===== src/rtl/xerr_pkg.sv =====
package xerr_pkg;
    localparam int NFLAG  = 6;
    localparam int FLG_BM  = 0;
    localparam int FLG_INT = 1;
    localparam int FLG_PAR = 2;
    localparam int FLG_DBL = 3;
    localparam int FLG_SGL = 4;
    localparam int FLG_WP  = 5;

    localparam int ADDR_W = 2;
    localparam logic [ADDR_W-1:0] A_STATUS  = 2'd0;
    localparam logic [ADDR_W-1:0] A_CAPTURE = 2'd1;
    localparam logic [ADDR_W-1:0] A_COUNT   = 2'd2;

    localparam int DATA_W       = 32;
    localparam int CAP_LANE_LSB = 0;
    localparam int CAP_BANK_LSB = 8;
    localparam int CAP_SLV_LSB  = 16;
endpackage


===== src/rtl/xerr_classify.sv =====
module xerr_classify
    import xerr_pkg::*;
#(
    parameter int LANES = 8
) (
    input  logic             bm_i,
    input  logic             int_i,
    input  logic [LANES-1:0] par_i,
    input  logic             dbl_i,
    input  logic             sgl_i,
    input  logic             wp_i,
    input  logic             sat_i,
    output logic [NFLAG-1:0] set_o,
    output logic             tea_o,
    output logic             sec_inc_o
);
    logic any_par;
    logic sgl_escalate;

    always_comb begin
        any_par      = |par_i;
        sgl_escalate = sgl_i & sat_i;

        set_o          = '0;
        set_o[FLG_BM]  = bm_i;
        set_o[FLG_INT] = int_i;
        set_o[FLG_PAR] = any_par;
        set_o[FLG_DBL] = dbl_i;
        set_o[FLG_SGL] = sgl_escalate;
        set_o[FLG_WP]  = wp_i;

        // write protect alone never escalates to a bus error
        tea_o     = bm_i | int_i | any_par | dbl_i | sgl_escalate;
        sec_inc_o = sgl_i & ~sat_i;
    end
endmodule


===== src/rtl/xerr_sat_cnt.sv =====
module xerr_sat_cnt #(
    parameter int W = 4
) (
    input  logic         clk,
    input  logic         rst_n,
    input  logic         inc_i,
    input  logic         clr_i,
    output logic [W-1:0] cnt_o,
    output logic         sat_o
);
    localparam logic [W-1:0] MAXV = {W{1'b1}};

    logic [W-1:0] cnt_d, cnt_q;

    always_comb begin
        cnt_d = cnt_q;
        if (clr_i) begin
            cnt_d = '0;
        end else if (inc_i && cnt_q != MAXV) begin
            cnt_d = cnt_q + 1'b1;
        end
    end

    always_ff @(posedge clk or negedge rst_n) begin
        if (!rst_n) cnt_q <= '0;
        else        cnt_q <= cnt_d;
    end

    assign cnt_o = cnt_q;
    assign sat_o = (cnt_q == MAXV);
endmodule


===== src/rtl/xerr_capture.sv =====
module xerr_capture
    import xerr_pkg::*;
#(
    parameter int LANES  = 8,
    parameter int BANK_W = 4,
    parameter int SLV_W  = 2,
    parameter int CNT_W  = 4
) (
    input  logic              clk,
    input  logic              rst_n,
    input  logic              bm_timeout_i,
    input  logic              int_err_i,
    input  logic [SLV_W-1:0]  int_slave_i,
    input  logic [LANES-1:0]  lane_par_err_i,
    input  logic              ecc_dbl_i,
    input  logic              ecc_sgl_i,
    input  logic              wr_prot_i,
    input  logic [BANK_W-1:0] bank_i,
    input  logic [1:0]        reg_addr_i,
    input  logic              reg_wr_i,
    input  logic [31:0]       reg_wdata_i,
    output logic [31:0]       reg_rdata_o,
    output logic              tea_o
);
    typedef struct packed {
        logic [NFLAG-1:0]  flags;
        logic [LANES-1:0]  lane;
        logic [BANK_W-1:0] bank;
        logic [SLV_W-1:0]  slv;
    } state_t;

    state_t st_d, st_q;

    logic [NFLAG-1:0] set_vec;
    logic             sec_inc;
    logic             cnt_sat;
    logic [CNT_W-1:0] cnt_val;
    logic             cnt_clr;
    logic [NFLAG-1:0] clr_mask;
    logic             unused_wdata;
    logic [NFLAG-1:0] flags_w;

    assign unused_wdata = ^reg_wdata_i;
    assign flags_w      = st_q.flags;

    xerr_classify #(.LANES(LANES)) u_classify (
        .bm_i      (bm_timeout_i),
        .int_i     (int_err_i),
        .par_i     (lane_par_err_i),
        .dbl_i     (ecc_dbl_i),
        .sgl_i     (ecc_sgl_i),
        .wp_i      (wr_prot_i),
        .sat_i     (cnt_sat),
        .set_o     (set_vec),
        .tea_o     (tea_o),
        .sec_inc_o (sec_inc)
    );

    xerr_sat_cnt #(.W(CNT_W)) u_cnt (
        .clk   (clk),
        .rst_n (rst_n),
        .inc_i (sec_inc),
        .clr_i (cnt_clr),
        .cnt_o (cnt_val),
        .sat_o (cnt_sat)
    );

    always_comb begin
        st_d     = st_q;
        clr_mask = '0;
        if (reg_wr_i && reg_addr_i == A_STATUS) begin
            clr_mask = reg_wdata_i[NFLAG-1:0];
        end
        cnt_clr = reg_wr_i && (reg_addr_i == A_COUNT) &&
                  (reg_wdata_i[CNT_W-1:0] == '0);

        // new error sets win over a simultaneous software clear
        st_d.flags = (st_q.flags & ~clr_mask) | set_vec;

        // snapshot only the first fault after a clean status
        if (st_q.flags == '0 && set_vec != '0) begin
            st_d.lane = lane_par_err_i;
            st_d.bank = bank_i;
            st_d.slv  = int_err_i ? int_slave_i : '0;
        end
    end

    always_ff @(posedge clk or negedge rst_n) begin
        if (!rst_n) st_q <= '0;
        else        st_q <= st_d;
    end

    always_comb begin
        reg_rdata_o = '0;
        unique case (reg_addr_i)
            A_STATUS:  reg_rdata_o[NFLAG-1:0] = st_q.flags;
            A_CAPTURE: begin
                reg_rdata_o[CAP_LANE_LSB +: LANES]  = st_q.lane;
                reg_rdata_o[CAP_BANK_LSB +: BANK_W] = st_q.bank;
                reg_rdata_o[CAP_SLV_LSB  +: SLV_W]  = st_q.slv;
            end
            A_COUNT:   reg_rdata_o[CNT_W-1:0] = cnt_val;
            default:   reg_rdata_o = '0;
        endcase
    end
endmodule



===== config.mk =====
export PLATFORM = sky130hd
export DESIGN_NAME = xerr_capture
export DESIGN_NICKNAME = d
export VERILOG_FILES = /design/src/rtl/xerr_pkg.sv /design/src/rtl/xerr_classify.sv /design/src/rtl/xerr_sat_cnt.sv /design/src/rtl/xerr_capture.sv
export SDC_FILE = /design/constraint.sdc
export NUM_CORES = 1
export LEC_CHECK = 0
export ABC_AREA = 1
export BUFFER_PORTS_ARGS = -buffer_cell sky130_fd_sc_hd__buf_2
export CORE_ASPECT_RATIO = 1.75
export CORE_MARGIN = 2
export CORE_UTILIZATION = 35
export CTS_CLUSTER_SIZE = 8
export DETAILED_ROUTE_END_ITERATION = 8
export MAX_ROUTING_LAYER = met4
export PLACE_DENSITY = 0.72
export SYNTH_ARGS = -nofsm -noshare
export SYNTH_HDL_FRONTEND = slang
export SYNTH_SLANG_ARGS = --single-unit

===== constraint.sdc =====
create_clock -name clk -period 1.5 [get_ports clk]
set_input_delay 0.225 -clock clk [delete_from_list [all_inputs] [get_ports clk]]
set_output_delay 0.225 -clock clk [all_outputs]
set_load 0.01 [all_outputs]

==> results of run 1 <==
==> stage by stage <==
stage / std cells / worst slack, ps / hold WS, ps / util [%] / power (W)
finish: 300 / 31.9 / 168 / 45.8 / 0.00178
global route: 300 / -46.2 / 174 / 45.8 / 0.00191
CTS: 300 / -49.2 / 165 / 45.0 / 0.00175
detailed placement: 290 / 52.1 / 247 / 42.0 / 0.00122
global placement: 290 / 85.6 / 244 / 42.0 / 0.00120
floorplan: 213 / 137 / -70.6 / - / 0.00109
==> power by group through the flow <==
stage | combinational (W) | sequential (W) | clock (W)
after floorplan | 0.000308 | 0.000787 | 0
after global placement | 0.000401 | 0.000803 | 0
after detailed placement | 0.000411 | 0.000807 | 0
after CTS | 0.000514 | 0.000781 | 0.000457
after global routing | 0.000620 | 0.000810 | 0.000481
final | 0.000537 | 0.000802 | 0.000439
==> repair_timing <==
item | in CTS | in global routing
resized for setup | 6 | 5
setup buffers | 5 | 0
pin swaps | 2 | 2
hold buffers | 1 | 0
setup endpoints to repair | 1 | 15
hold endpoints to repair | 24 | 0
==> area by class of cell <==
class	count	area, um2
fill	443	2270
inverter	29	109
multi-input combinational	139	767
sequential	24	601
clock buffer	4	55.1
tap	49	61.3
timing repair buffer	55	324
==> sequential cells by signal, indices dropped and copies added (netlist names) <==
| register | count |
|---|---|
| flags_w | 6 |
| st_q | 14 |
| u_cnt.cnt_o | 4 |
==> layer usage <==
| metal | share of wire (%) | wire length (um) | vias to the layer above | global-route usage, % |
|---|---|---|---|---|
| met5 | 0 | 0 | - | - |
| met4 | 1.3 | 44 | 0 | 4.38 |
| met3 | 5.1 | 180 | 5 | 1.97 |
| met2 | 58 | 2050 | 46 | 29.6 |
| met1 | 35 | 1230 | 610 | 15.4 |
| li1 | - | - | 685 | - |
==> cells by family (layout without fill, tap and decap cells) <==
family / Yosys count / count (layout) / synth area share, %
compound gates: 10 / 10 / 4.41
fa+ha+maj: 1 / 1 / 0.816
other cells: 1 / 18 / 0.245
flops: 24 / 24 / 39.2
buf+inv: 50 / 88 / 18.2
simple gates: 110 / 110 / 37.1
==> path summary, 6_finish.rpt <==
path,from,end,slack (ps),depth (start not counted)
hold / removal,ecc_dbl_i,flags_w[3]$_DFF_PN0_,170,3
min in group asynchronous,rst_n,u_cnt.cnt_o[2]$_DFFE_PN0P_,470,2
setup reg to reg,u_cnt.cnt_o[1]$_DFFE_PN0P_,st_q[8]$_DFFE_PN0P_,50,9
hold reg to reg,st_q[3]$_DFFE_PN0P_,st_q[3]$_DFFE_PN0P_,480,2
setup / recovery,u_cnt.cnt_o[0]$_DFFE_PN0P_,tea_o,30,6
max in group asynchronous,rst_n,flags_w[1]$_DFF_PN0_,670,2
==> cells in the final DEF (no fill, tap or decap), types with 2 or more instances in the layout <==
| cell | count |
|---|---|
| inv_2 | 3 |
| conb_1 | 18 |
| buf_4 | 9 |
| nand3_1 | 17 |
| o211ai_1 | 2 |
| o221ai_1 | 2 |
| clkbuf_8 | 4 |
| nand2_2 | 20 |
| buf_2 | 43 |
| dfrtp_1 | 24 |
| inv_1 | 25 |
| nand2_1 | 32 |
| nand3_4 | 2 |
| nor3_1 | 5 |
| o21ai_0 | 3 |
| nor2_4 | 3 |
| nor2_1 | 22 |
| nand3_2 | 4 |
==> worst max-delay path, stage by stage (launching register included) <==
cell and delay (ps):
dfrtp_1 400, ha_4 170, nand3_4 70, nor2_4 110, inv_2 50, nand3_2 70, buf_6 100
==> out/summary.txt, run 1 <==
GR Util All Layers -> 15.6%
Internal Power -> 0.00121 W
Sequential Power Share -> 45.1%
Die Area -> 0.00495 mm2
post-synthesis cell count -> 196
slew margin rel. -> 63.5%
First DRT Iteration DRCs -> 15
EDFF count, synth -> 0
first-pass iteration count of the detailed router -> 4
crit path DAT -> 1240 ps
largest net degree at the start of global routing -> 25
Clock Power Share -> 24.7%
Max Cap Violations -> 0
Tcrit/Tclk final -> 97.9%
Final Max Tran Viols -> 0
largest area contributor in the netlist -> dfrtp_1
Initial Util -> 36.6%
Peak VDD IR -> 833 uV
P per Cell Area -> 927 mW/mm2
Clock Sinks -> 24
Synth async-reset ratio -> 100%
most numerous cell in the Yosys netlist -> nand2_1
area of the core -> 0.00419 mm2
setup tns final -> 0 ps
Die Wd -> 54.0 um
Area growth syn-to-layout -> 25.1%
H-tree Lvls -> 1
DR vias -> 1,346
RSZ-0062 raised after global routing -> true
clock latency on the worst-skew pair -> 270 ps
number of vias per cell -> 4.49
status -> finished clean
Pleak -> 1.05 nW
Psw -> 0.000572 W
Worst Setup End Kind -> output pin
hpwl dp -> 2.72 mm
CP startpoint kind -> flop
fraction of layout cells with a size suffix above 1 -> 37.8%
Synth cell types -> 29
Final Routed Wirelength -> 3.50 mm
cell area after synthesis -> 0.00153 mm2
Port Buffers -> 44
routed len/inst -> 11.7 um
Primary FF master, synth -> dfrtp_1
Mapped Avg Cell Area -> 7.82 um2
Highest Clock Rate -> 0.681 GHz
worst clock skew -> 1.86 ps
register area share after synthesis -> 39.2%
Tmin final -> 1470 ps
Ports -> 89
initial antenna violation count -> 0
top post-synthesis cells by count -> nand2_1, inv_1, dfrtp_1
synth top area cells -> dfrtp_1, buf_4, nand2_2
num rows -> 31
number of global-route vias before repair -> 1,255
ANT nets after route -> 0
gpl congestion -> 0.791
Final setup violation count -> 0
YS warnings -> 0
Comb power frac -> 30.2%
CTS root buf -> clkbuf_8
type of the worst min-delay path -> in2reg
ant diodes -> 0
Critical Path RT -> 1270 ps
Max FO, Critical Path -> 3
die height -> 91.5 um
Worst-Margin Slew -> 547 ps
first-pass GRT wire length -> 5.49 mm
DRC errors left -> 0
Hold Vio Cnt, Final -> 0
CTS tree -> built
Yosys reg bits -> 24
Clock Path Buffers -> 2
total gr overflow -> 0
clock slew at reported path FFs -> 80 ps
Post-DP Area -> 0.00176 mm2
Design Area, Final -> 0.00192 mm2
Yosys top cell area share -> 39.2%
Sw Ratio -> 32.2%
Crit Path Category -> reg2out
CTS buffer count -> 3
Final #Nets -> 309
Note: power is estimated with default switching activity, not from simulation.
==> run 2, diff against run 1 <==
MAX_ROUTING_LAYER = unset   (was met4)
clock period = 1.74 ns   (was 1.5 ns; I/O delays follow)
==> run 2 against run 1 <==
First-iteration DRC count increased by 40%. Combinational power decreased by 23%. Register-to-register slack improved by 160 ps. Global-route usage decreased by 0.48 points. Critical path depth unchanged.
==> out/summary.txt, run 2 (same netlist as run 1, synthesis figures left out) <==
status -> finished clean
fraction of layout cells with a size suffix above 1 -> 34.6%
non-filler cells in the finished layout -> 295
Max FO, Critical Path -> 4
worst setup margin -> 130 ps
most used routing layer -> met2
Final #Nets -> 304
max FFs per register -> 14
routed len/inst -> 11.6 um
H-tree Lvls -> 1
Die Area -> 0.00495 mm2
Tcrit/Tclk final -> 92.5%
setup tns final -> 0 ps
largest net degree at the start of global routing -> 25
crit path DAT -> 1350 ps
Peak VDD IR -> 593 uV
post-place setup slack -> 157 ps
clock slew at reported path FFs -> 80 ps
die height -> 91.5 um
CP startpoint kind -> flop
Design Area, Final -> 0.00183 mm2
first-pass GRT wire length -> 5.53 mm
Final setup violation count -> 0
number of global-route vias before repair -> 1,252
Clock Sinks -> 24
Hold Vio Cnt, Final -> 0
DR vias -> 1,300
Critical Path RT -> 1480 ps
slew margin rel. -> 64.4%
Die Wd -> 54.0 um
grt met1 use -> 17.5%
total gr overflow -> 0
first-pass iteration count of the detailed router -> 4
Pleak -> 1.01 nW
worst clock skew -> 1.60 ps
hpwl dp -> 2.77 mm
HP Start -> wr_prot_i
DRC errors left -> 0
most frequent cells in the layout -> buf_2, nand2_1, inv_1, dfrtp_1, nor2_1
ANT nets after route -> 0
Highest Clock Rate -> 0.621 GHz
area of the core -> 0.00419 mm2
Final Routed Wirelength -> 3.41 mm
P per Cell Area -> 808 mW/mm2
commonest non-fill, non-tap cell in the layout -> buf_2
CTS buffer count -> 3
CTS root buf -> clkbuf_8
GR Util All Layers -> 15.1%
num rows -> 31
gpl congestion -> 0.777
Worst-Margin Slew -> 533 ps
type of the worst min-delay path -> in2reg
RSZ-0062 raised after global routing -> false
number of vias per cell -> 4.41
Final Max Tran Viols -> 0
First DRT Iteration DRCs -> 21
Crit Path Category -> reg2out
met2 Use GR -> 27.5%
Worst Setup End Kind -> output pin
Cells after DPL -> 288
Final Core Density -> 43.6%
Port Buffers -> 44
clock latency on the worst-skew pair -> 260 ps
Max Cap Violations -> 0
FILL cells -> 448
Clock Path Buffers -> 2
Tmin final -> 1610 ps
Ports -> 89
CTS tree -> built
launch point of the worst path -> u_cnt.cnt_o[1]$_DFFE_PN0P_
Post-DP Area -> 0.00173 mm2
launch point of the worst reg-to-reg path -> u_cnt.cnt_o[1]$_DFFE_PN0P_
register name with the most flops -> st_q
Area growth syn-to-layout -> 19.3%
met3 Usage GRT -> 1.15%
initial antenna violation count -> 0
ant diodes -> 0
Initial Util -> 36.6%
## run 2: cell types whose count changed in the layout (fill, tap and decap cells not counted), sizes merged
cell  change
buf       -5
## run 2: cell type report
type                            instances  area, um2  share of cell area, %
Sequential cell                        24        601                   32.9
Multi-Input combinational cell        139        734                   40.2
Timing Repair Buffer                   50        268                   14.6
Inverter                               29        109                   5.95
Tap cell                               49       61.3                   3.35
Clock buffer                            4       55.1                   3.01
## run 2: per-layer routing
| layer | up-vias | part of all wire (%) |
|---|---|---|
| met1 | 582 | 39 |
| met2 | 43 | 56 |
| met5 | - | 0 |
| li1 | 671 | - |
| met4 | 0 | 1.0 |
| met3 | 4 | 4.3 |
## run 2: worst paths after layout
| check | end | cells after the start | slack [ps] |
|---|---|---|---|
| worst max-delay path | tea_o | 6 | 130 |
| worst min-delay path | flags_w[5]$_DFF_PN0_ | 2 | 200 |
| worst max register to register | st_q[3]$_DFFE_PN0P_ | 8 | 210 |
| worst min register to register | flags_w[4]$_DFF_PN0_ | 2 | 480 |
| max in group asynchronous | flags_w[4]$_DFF_PN0_ | 2 | 880 |
| min in group asynchronous | u_cnt.cnt_o[1]$_DFFE_PN0P_ | 2 | 500 |
## run 2: where the power goes
part	internal [W]	switching, W	total (W)
sequential	0.000620	0.0000700	0.000690
clock	0.000202	0.000174	0.000376
combinational	0.000185	0.000226	0.000411
total	0.00101	0.000470	0.00148
## run 2: critical path: stages, from the launching register on
cell and delay (ps):
dfrtp_1 430, ha_4 170, nand3_2 100, nor2_4 120, inv_1 60, nand3_1 80
buf_2 130
## run 2: metrics by stage
step                hold WS, ps  total power [W]
global route                202          0.00160
global placement            276          0.00104
floorplan                 -34.6         0.000944
finish                      203          0.00148
detailed placement          279          0.00105
CTS                         205          0.00143
## run 2: repair_timing
| item | in CTS | in global routing |
|---|---|---|
| endpoints found under the hold margin | 24 | 0 |
| setup buffers | 0 | 2 |
| setup endpoints to repair | 0 | 12 |
| gates resized for setup | 0 | 3 |
| hold buffers | 1 | 0 |
